--- src/rtl/dfs_pkg.sv ---
package dfs_pkg;

  typedef enum logic [1:0] {
    SCL_NONE = 2'b00,
    SCL_DOWN = 2'b01,
    SCL_UP   = 2'b10,
    SCL_RSVD = 2'b11
  } scale_mode_e;

  // Arithmetic shift of a wide accumulator by the selected mode.
  function automatic logic [39:0] scale_acc(input logic [39:0] acc,
                                            input scale_mode_e mode,
                                            input logic bypass);
    logic [39:0] res;
    if (bypass) begin
      res = acc;
    end else begin
      case (mode)
        SCL_DOWN: res = {acc[39], acc[39:1]};
        SCL_UP:   res = {acc[38:0], 1'b0};
        default:  res = acc;
      endcase
    end
    return res;
  endfunction

  // True when the top 9 bits (extension plus bit 31) disagree.
  function automatic logic out_of_range(input logic [39:0] v);
    return !((&v[39:31]) || !(|v[39:31]));
  endfunction

  // Select the stored 16-bit word, clamping when asked.
  function automatic logic [15:0] pick_word(input logic [39:0] v,
                                            input logic limit);
    logic [15:0] w;
    if (limit && out_of_range(v)) begin
      w = v[39] ? 16'h8000 : 16'h7FFF;
    end else begin
      w = v[31:16];
    end
    return w;
  endfunction

  // Magnitude window test in Q15: 0.25 <= |w| < 0.75.
  function automatic logic in_window(input logic [15:0] w);
    logic [16:0] mag;
    mag = w[15] ? (17'h10000 - {1'b0, w}) : {1'b0, w};
    return (mag >= 17'h02000) && (mag < 17'h06000);
  endfunction

endpackage

--- src/rtl/dfs_lane.sv ---
module dfs_lane
  import dfs_pkg::*;
#(
  parameter int ACC_W  = 40,
  parameter int WORD_W = 16
) (
  input  logic [ACC_W-1:0]  acc_i,
  input  logic [1:0]        mode_i,
  input  logic              bypass_i,
  input  logic              limit_i,
  output logic [WORD_W-1:0] word_o,
  output logic              hit_o
);

  logic [39:0] acc_ext;
  logic [39:0] scaled;
  logic [15:0] word_int;
  logic        unused_lane;

  assign acc_ext  = 40'(acc_i);
  assign scaled   = scale_acc(acc_ext, scale_mode_e'(mode_i), bypass_i);
  assign word_int = pick_word(scaled, limit_i);
  assign word_o   = WORD_W'(word_int);
  assign hit_o    = in_window(word_int);
  assign unused_lane = ^scaled[15:0];

endmodule

--- src/rtl/dfs_pack.sv ---
module dfs_pack #(
  parameter int WORD_W = 16
) (
  input  logic [WORD_W-1:0]   word_a_i,
  input  logic [WORD_W-1:0]   word_b_i,
  input  logic                big_i,
  output logic [2*WORD_W-1:0] bus_o
);

  always_comb begin
    if (big_i) begin
      bus_o = {word_a_i, word_b_i};
    end else begin
      bus_o = {word_b_i, word_a_i};
    end
  end

endmodule

--- src/rtl/dfs_store_unit.sv ---
module dfs_store_unit #(
  parameter int ACC_W  = 40,
  parameter int WORD_W = 16,
  parameter int ADDR_W = 32
) (
  input  logic                clk,
  input  logic                rst_n,
  input  logic                valid_i,
  input  logic [ACC_W-1:0]    acc_a_i,
  input  logic [ACC_W-1:0]    acc_b_i,
  input  logic [1:0]          scale_mode_i,
  input  logic                sat_mode_i,
  input  logic                limit_en_i,
  input  logic                big_endian_i,
  input  logic [ADDR_W-1:0]   addr_i,
  input  logic                sdet_clr_i,
  output logic                wr_en_o,
  output logic [ADDR_W-1:0]   wr_addr_o,
  output logic [2*WORD_W-1:0] wr_data_o,
  output logic [2*WORD_W/8-1:0] wr_be_o,
  output logic                align_err_o,
  output logic                sdet_o
);

  localparam int BUS_W   = 2 * WORD_W;
  localparam int BE_W    = BUS_W / 8;
  localparam int ALIGN_B = $clog2(BE_W);
  localparam int LANES   = 2;

  logic [ACC_W-1:0]  acc_w  [LANES];
  logic [WORD_W-1:0] word_w [LANES];
  logic [LANES-1:0]  hit_w;
  logic [BUS_W-1:0]  packed_w;
  logic              aligned_w;
  logic              store_ok_w;
  logic              det_set_w;
  logic              sdet_nx;

  assign acc_w[0] = acc_a_i;
  assign acc_w[1] = acc_b_i;

  for (genvar g = 0; g < LANES; g++) begin : g_lane
    dfs_lane #(.ACC_W(ACC_W), .WORD_W(WORD_W)) u_lane (
      .acc_i    (acc_w[g]),
      .mode_i   (scale_mode_i),
      .bypass_i (sat_mode_i),
      .limit_i  (limit_en_i),
      .word_o   (word_w[g]),
      .hit_o    (hit_w[g])
    );
  end

  dfs_pack #(.WORD_W(WORD_W)) u_pack (
    .word_a_i (word_w[0]),
    .word_b_i (word_w[1]),
    .big_i    (big_endian_i),
    .bus_o    (packed_w)
  );

  assign aligned_w  = (addr_i[ALIGN_B-1:0] == '0);
  assign store_ok_w = valid_i && aligned_w;
  assign det_set_w  = store_ok_w && (|hit_w);
  assign sdet_nx    = (sdet_clr_i ? 1'b0 : sdet_o) | det_set_w;

  always_ff @(posedge clk or negedge rst_n) begin
    if (!rst_n) begin
      wr_en_o     <= 1'b0;
      wr_addr_o   <= '0;
      wr_data_o   <= '0;
      wr_be_o     <= '0;
      align_err_o <= 1'b0;
      sdet_o      <= 1'b0;
    end else begin
      wr_en_o     <= store_ok_w;
      wr_be_o     <= store_ok_w ? {BE_W{1'b1}} : '0;
      align_err_o <= valid_i && !aligned_w;
      sdet_o      <= sdet_nx;
      if (store_ok_w) begin
        wr_addr_o <= addr_i;
        wr_data_o <= packed_w;
      end
    end
  end

endmodule

--- config.mk ---
export PLATFORM = sky130hd
export DESIGN_NAME = dfs_store_unit
export DESIGN_NICKNAME = d
export VERILOG_FILES = /design/src/rtl/dfs_pkg.sv /design/src/rtl/dfs_lane.sv /design/src/rtl/dfs_pack.sv /design/src/rtl/dfs_store_unit.sv
export SDC_FILE = /design/constraint.sdc
export NUM_CORES = 1
export LEC_CHECK = 0
export ABC_CLOCK_PERIOD_IN_PS = 1000
export BUFFER_PORTS_ARGS = -buffer_cell sky130_fd_sc_hd__buf_2
export CAP_MARGIN = 20
export CORE_UTILIZATION = 40
export CTS_BUF_LIST = sky130_fd_sc_hd__clkbuf_16
export DETAILED_ROUTE_END_ITERATION = 10
export PLACE_DENSITY_LB_ADDON = 0.08
export SETUP_SLACK_MARGIN = 0.05
export SLEW_MARGIN = 20
export SYNTH_ARGS = -nofsm -noshare
export SYNTH_HDL_FRONTEND = slang
export SYNTH_SLANG_ARGS = --single-unit
--- constraint.sdc ---
create_clock -name clk -period 1 [get_ports clk]
set_clock_uncertainty 0.1 [all_clocks]
set_input_delay 0.2 -clock clk [delete_from_list [all_inputs] [get_ports clk]]
set_output_delay 0.2 -clock clk [all_outputs]
set_load 0.02 [all_outputs]
==> Word-level counts from Yosys, hierarchy flattened <==
Index checks and enable logic that the tools add are counted.
{ "word_totals": {"out_inout_bits": 71, "word_cells": 48, "register_bits": 71} }
{ "op_classes": {"n_bitwise": 1, "n_eq_ne": 2, "magnitude_cmp": 4, "n_addsub": 2, "reduce_logical": 20, "muxes": 13} }
{ "ops": {"columns": ["op", "count"], "rows": [
  ["$pmux W40 S2", 2],
  ["$mux W40", 2],
  ["$mux W16", 4],
  ["$ge A17 B14 Y1 const B", 2],
  ["$lt A17 B15 Y1 const B", 2],
  ["$mux W17", 2],
  ["$sub A17 B16 Y17 const A", 2],
  ["$mux W32", 1],
  ["$reduce_and A9 Y1", 2],
  ["$reduce_or A9 Y1", 2],
  ["$logic_and A1 B1 Y1", 7],
  ["$logic_not A1 Y1", 5],
  ["$mux W4", 1],
  ["$eq A2 B1 Y1 const B", 1],
  ["$eq A2 B2 Y1 const B", 1],
  ["$logic_not A2 Y1", 1],
  ["$logic_or A1 B1 Y1", 2],
  ["$reduce_or A2 Y1", 1],
  ["$mux W1", 1],
  ["$or A1 B1 Y1", 1]
]} }

==> Logic depth before layout (Yosys ltp) <==
{ "logic_depth": {"word_depth": 16, "ltp_mapped": 13, "depth_no_buf": 9} }

==> Hierarchy <==
From an unflattened synthesis, not the netlist that was laid out.
{ "unflattened": {"cells_unflattened": 477, "hier_area_um2": 4939.7} }
{ "by_module_without_submodules": {"columns": ["mod", "seq_area_each_um2", "instances", "area_per_inst_um2", "cells_each"], "rows": [
  ["dfs_store_unit", 1676.6, 1, 2518.7, 147],
  ["dfs_lane", 0.0, 2, 938.4, 147],
  ["dfs_pack", 0.0, 1, 544.3, 36]
]} }

==> Least setup slack after synthesis <==
Ideal clock, no wire load.
{ "synth_timing": {"path_kind": "input port to flip-flop", "start": "in scale_mode_i[0]", "end": "reg wr_data_o[15]", "setup_time_ns": 0.126, "t_arrival_ns": 2.455, "required_time_ns": 0.774, "path_slack_ns": -1.681, "cell_stages": 11, "n_path_buf": 2, "path_cell_list": "inv_1 > ha_1 > buf_6 > or2_4 > buf_6 > o21ai_0 > o211ai_1 > nor3_1 > a31o_4 > mux2_4 > a221o_1"} }
{ "synth_via": {"elab_chain_len": 10} }
{ "synth_lines": {"columns": ["item", "line_no", "source"], "rows": [
  ["from (decl)", "dfs_store_unit.sv:11", "input logic [1:0] scale_mode_i,"],
  ["$eq A2 B2 Y1 or $eq A2 B1 Y1 (tied branches)", "dfs_pkg.sv:18", "case (mode)"],
  ["$pmux W40 S2", "dfs_pkg.sv:18", null],
  ["$mux W40", "dfs_pkg.sv:15", "if (bypass) begin"],
  ["$reduce_or A9 Y1", "dfs_pkg.sv:29", "return !((&v[39:31]) || !(|v[39:31]));"],
  ["$logic_not A1 Y1", "dfs_pkg.sv:29", null],
  ["$logic_or A1 B1 Y1", "dfs_pkg.sv:29", null],
  ["$logic_not A1 Y1", "dfs_pkg.sv:29", null],
  ["$logic_and A1 B1 Y1", "dfs_pkg.sv:36", "if (limit && out_of_range(v)) begin"],
  ["$mux W16", "dfs_pkg.sv:36", null],
  ["$mux W32 (*)", "dfs_pack.sv:11", "if (big_i) begin"],
  ["to (signal assigned)", "dfs_store_unit.sv:80", "wr_data_o <= packed_w;"],
  ["to (decl)", "dfs_store_unit.sv:19", "output logic [2*WORD_W-1:0] wr_data_o,"]
]} }
Every way passes the cells marked *; elsewhere a longest branch is shown, timed or not.
A chain may end at the register's enable or synchronous reset.

==> Worst setup path in the final report <==
{ "layout_timing": {"start": "in scale_mode_i[0]", "end": "reg sdet_o"} }
{ "layout_via": {"elab_chain_len": 16} }
{ "layout_lines": {"columns": ["item", "line_no", "source"], "rows": [
  ["$eq A2 B2 Y1 or $eq A2 B1 Y1 (tied branches)", "dfs_pkg.sv:18", null],
  ["$pmux W40 S2", "dfs_pkg.sv:18", null],
  ["$mux W40", "dfs_pkg.sv:15", null],
  ["$reduce_or A9 Y1", "dfs_pkg.sv:29", null],
  ["$logic_not A1 Y1", "dfs_pkg.sv:29", null],
  ["$logic_or A1 B1 Y1", "dfs_pkg.sv:29", null],
  ["$logic_not A1 Y1", "dfs_pkg.sv:29", null],
  ["$logic_and A1 B1 Y1", "dfs_pkg.sv:36", null],
  ["$mux W16", "dfs_pkg.sv:36", null],
  ["$sub A17 B16 Y17", "dfs_pkg.sv:47", "mag = w[15] ? (17'h10000 - {1'b0, w}) : {1'b0, w};"],
  ["$mux W17", "dfs_pkg.sv:47", null],
  ["$ge A17 B14 Y1 or $lt A17 B15 Y1 (tied branches)", "dfs_pkg.sv:48", "return (mag >= 17'h02000) && (mag < 17'h06000);"],
  ["$logic_and A1 B1 Y1", "dfs_pkg.sv:48", null],
  ["$reduce_or A2 Y1 (*)", "dfs_store_unit.sv:62", "assign det_set_w = store_ok_w && (|hit_w);"],
  ["$logic_and A1 B1 Y1 (*)", "dfs_store_unit.sv:62", null],
  ["$or A1 B1 Y1 (*)", "dfs_store_unit.sv:63", "assign sdet_nx = (sdet_clr_i ? 1'b0 : sdet_o) | det_set_w;"],
  ["named net sdet_nx", "dfs_store_unit.sv:37", "logic sdet_nx;"],
  ["to (signal assigned)", "dfs_store_unit.sv:77", "sdet_o <= sdet_nx;"],
  ["to (decl)", "dfs_store_unit.sv:22", "output logic sdet_o"]
]} }
Mark *: on every way through the listed nets, which the timed path passes. The rest lies on a longest branch.

==> reports/metrics.yaml <==
ir_worst_vdd_mv: 0.9258
busiest_layer: "met2"
clockBufferDepth: 2
use_met2: 0.5724
syn_avg_cell_area_sq_um: 7.870
maxSlewHeadroom: 0.6298
power.total_mw: 11.92
numCtsBuffers: 9
powerDensity_mw_per_mm2: 1496
die_h_microns: 105.2
dieArea_sq_mm: 0.01106
place_ws_ps: -1626
synth_seq_area_share: 0.3938
clk_latency_ps: 330
slowest_delay_ps: 430
post-route-cell-area_sq_mm: 0.007964
grt_pass1_vias: 5508
rr_endpoint: "wr_data_o[31]$_DFFE_PN0P_"
synthDistinctLibCells: 55
antennaDiodeCount: 0
worst_pin_slew_ps: 553.2
fmax_mhz: 450.5
cts_tree: "built"
period_minus_slack_ps: 2220
antenna_found_initial: 0
grt_util_met3: 0.04741
leakagePower_nw: 3.764
syn_area_sq_mm: 0.004258
drive_gt1_frac: 0.4960
fp.dieW_microns: 105.2
power.switching_mw: 4.200
p_seq_frac: 0.302
path_max_fanout: 13
async_flop_share: 1.000
violations: "negative setup slack"
criticalPathCategory: "input pin to flip-flop"
gp_congestion: 0.8880
finalHoldViolations: 0
post_drt_wl_per_cell_microns: 19.67
cp.arrival_ps: 2330
setup_viol: 104
grt_first_pass_wirelength_microns: 27610
io_buffers: 161
vias: 5778
core_area_sq_mm: 0.01032
tns_ps: -48010
place_area_sq_mm: 0.006067
grt_start_max_net_pins: 40
rr_worst_depth: 4
drtIter0Drc: 506
place.detailed.hpwl_microns: 11080
gr-usage-met1: 0.3834
clk_pin_slew_worst_paths_ps: 60
regArea_sq_mm: 0.001678
fin_util: 0.7714
vias_per_cell: 5.726
required_ps: 1110
fp-row-count: 37
layoutNonFillerInstCount: 1009
dp.cells: 907
r2r-start: "wr_data_o[31]$_DFFE_PN0P_"
cp_slowest_cell: "or4_4"
fillers: 689
crit_end: "sdet_o$_DFF_PN0_"
grt_use_total: 0.3175
synth_seq_cells: 67
p_clk_frac: 0.277
grt_overflow: 0
synthToLayoutAreaGrowth_pct: 87.04
clock-root-buffer: "clkbuf_16"
start_util: 0.4124
nNetsFinal: 991
wl_microns: 19840
period_share: 2.220
crit_path_start_kind: "input pin"
slew_violations: 0
synth-edff-count: 0
critPathCaptureType: "flip-flop"
p_sw_frac: 0.3524
max_cap_violations: 0
status: "finished with violations"
rsz0062_at_grt: "true"
postRouteAntennaNets: 0
drc_errors: 0
ys_warn_count: 0
reg2reg_slack_ps: -110
htree_levels: 3
firstDrtPassIters: 5
hp-class: "input pin to flip-flop"
syn_nets: 664
hold_slack_ps: 14.00
synth-main-ff-cell: "dfrtp_1"
comb_power_share: 0.420
internal_power_mw: 7.717
setup_ws_ps: -1220
crit_start: "scale_mode_i[0]"
io_pins: 192
synthCells: 541
multi_input_area_sq_mm: 0.002601
clock-sinks: 67
crit_chain: "buf_8 -> inv_6 -> ha_4 -> bufbuf_16 -> o21ai_4 -> o21ai_2 -> or4_4 -> nor4_4 -> a31oi_2 -> xnor2_1 -> o221ai_2"
==> critical path, delay by kind of cell <==
| kind | cells | cell delay, ps |
|---|---|---|
| buffers and inverters | 3 | 410 |
| XOR/XNOR | 1 | 260 |
| AO/OA/AOI/OAI | 4 | 480 |
| adder cells (fa/ha/maj) | 1 | 270 |
| AND/OR/NAND/NOR | 2 | 720 |
==> power by group through the flow <==
stage               Sequential (mW)  Clock (mW)  Combinational [mW]
floorplan                      4.08           0                1.23
global placement               3.46           0                3.35
detailed placement             3.48           0                3.37
CTS                            3.55        3.21                4.38
global route                   3.63        3.39                5.28
finish                         3.60        3.30                5.01
==> cell type report <==
cell class / count / area share
Clock buffer: 9 / 0.02828
Clock inverter: 7 / 0.009427
Inverter: 6 / 0.003771
Multi-Input combinational cell: 421 / 0.3266
Sequential cell: 67 / 0.2107
Tap cell: 136 / 0.02137
Timing Repair Buffer: 363 / 0.3998
==> worst min-delay path by stage <==
stage                  from                        to  depth (start not counted)
CTS                 valid_i     align_err_o$_DFF_PN0_                          2
global route        valid_i     align_err_o$_DFF_PN0_                          2
floorplan             rst_n     align_err_o$_DFF_PN0_                          0
global placement      rst_n  wr_addr_o[2]$_DFFE_PN0P_                          1
finish              valid_i     align_err_o$_DFF_PN0_                          2
detailed placement    rst_n  wr_addr_o[2]$_DFFE_PN0P_                          1
==> sequential cells by signal (all words and copies together) (netlist names) <==
name / count
align_err_o: 1
sdet_o: 1
wr_addr_o: 32
wr_be_o: 1
wr_data_o: 32
==> cell usage in the layout (no fill, tap or decap), types with 5 or more instances in the layout <==
| cell type | count |
|---|---|
| a21oi_1 | 40 |
| a21oi_2 | 26 |
| a221oi_1 | 9 |
| a22oi_1 | 22 |
| buf_12 | 13 |
| buf_2 | 87 |
| buf_4 | 141 |
| buf_6 | 81 |
| clkbuf_16 | 13 |
| dfrtp_1 | 66 |
| dlygate4sd3_1 | 32 |
| nand2_1 | 102 |
| nand3_1 | 5 |
| nor2_1 | 56 |
| nor3_1 | 24 |
| nor3_2 | 10 |
| o21ai_0 | 18 |
| o21ai_1 | 26 |
| o21ai_2 | 8 |
==> cells by family (layout without fill, tap and decap cells) <==
kind of cell | Yosys count | after routing | synth area share
compound gates | 185 | 185 | 0.2759
mux | 1 | 1 | 0.003525
fa+ha+maj | 2 | 2 | 0.005876
flops | 67 | 67 | 0.3938
xor+xnor | 2 | 2 | 0.004115
simple gates | 229 | 231 | 0.2363
buf+inv | 55 | 385 | 0.08052
==> metal layers <==
layer  vias to the layer above  share of wire
met3                        59          0.079
met1                      2774           0.39
met2                       348           0.50
met4                         0          0.030
li1                       2597              -
met5                         -              0
==> cells in the mapped netlist (2+ instances only) <==
cell type | n | share of area
a21oi_1 | 67 | 0.079
a221o_1 | 2 | 0.0047
a221oi_1 | 10 | 0.021
a22o_1 | 2 | 0.0041
a22oi_1 | 24 | 0.042
a31o_2 | 2 | 0.0041
a31oi_1 | 3 | 0.0044
a32oi_1 | 3 | 0.0062
and2_1 | 2 | 0.0029
buf_1 | 4 | 0.0035
buf_2 | 15 | 0.018
buf_4 | 5 | 0.0088
buf_6 | 13 | 0.034
clkbuf_1 | 11 | 0.0097
dfrtp_1 | 67 | 0.39
ha_1 | 2 | 0.0059
inv_1 | 6 | 0.0053
nand2_1 | 104 | 0.092
nand2b_1 | 2 | 0.0029
nand3_1 | 6 | 0.0071
nand4_1 | 4 | 0.0059
nor2_1 | 58 | 0.051
nor3_1 | 34 | 0.040
nor4_1 | 2 | 0.0029
o211ai_1 | 3 | 0.0053
o21ai_0 | 48 | 0.056
o21ai_1 | 5 | 0.0059
o31ai_1 | 3 | 0.0053
or3_1 | 4 | 0.0059
or4_1 | 3 | 0.0053
or4_4 | 2 | 0.0053
xnor2_1 | 2 | 0.0041
==> timing repair <==
| action | CTS | global route |
|---|---|---|
| hold buffers | 32 | 0 |
| endpoints found under the setup margin | 110 | 166 |
| buffers inserted | 21 | 27 |
| pin swaps | 14 | 18 |
| gates resized for setup | 178 | 61 |
| cloned | 3 | 6 |
| hold endpoints to repair | 98 | 0 |
Power figures use the tool's default switching activity.
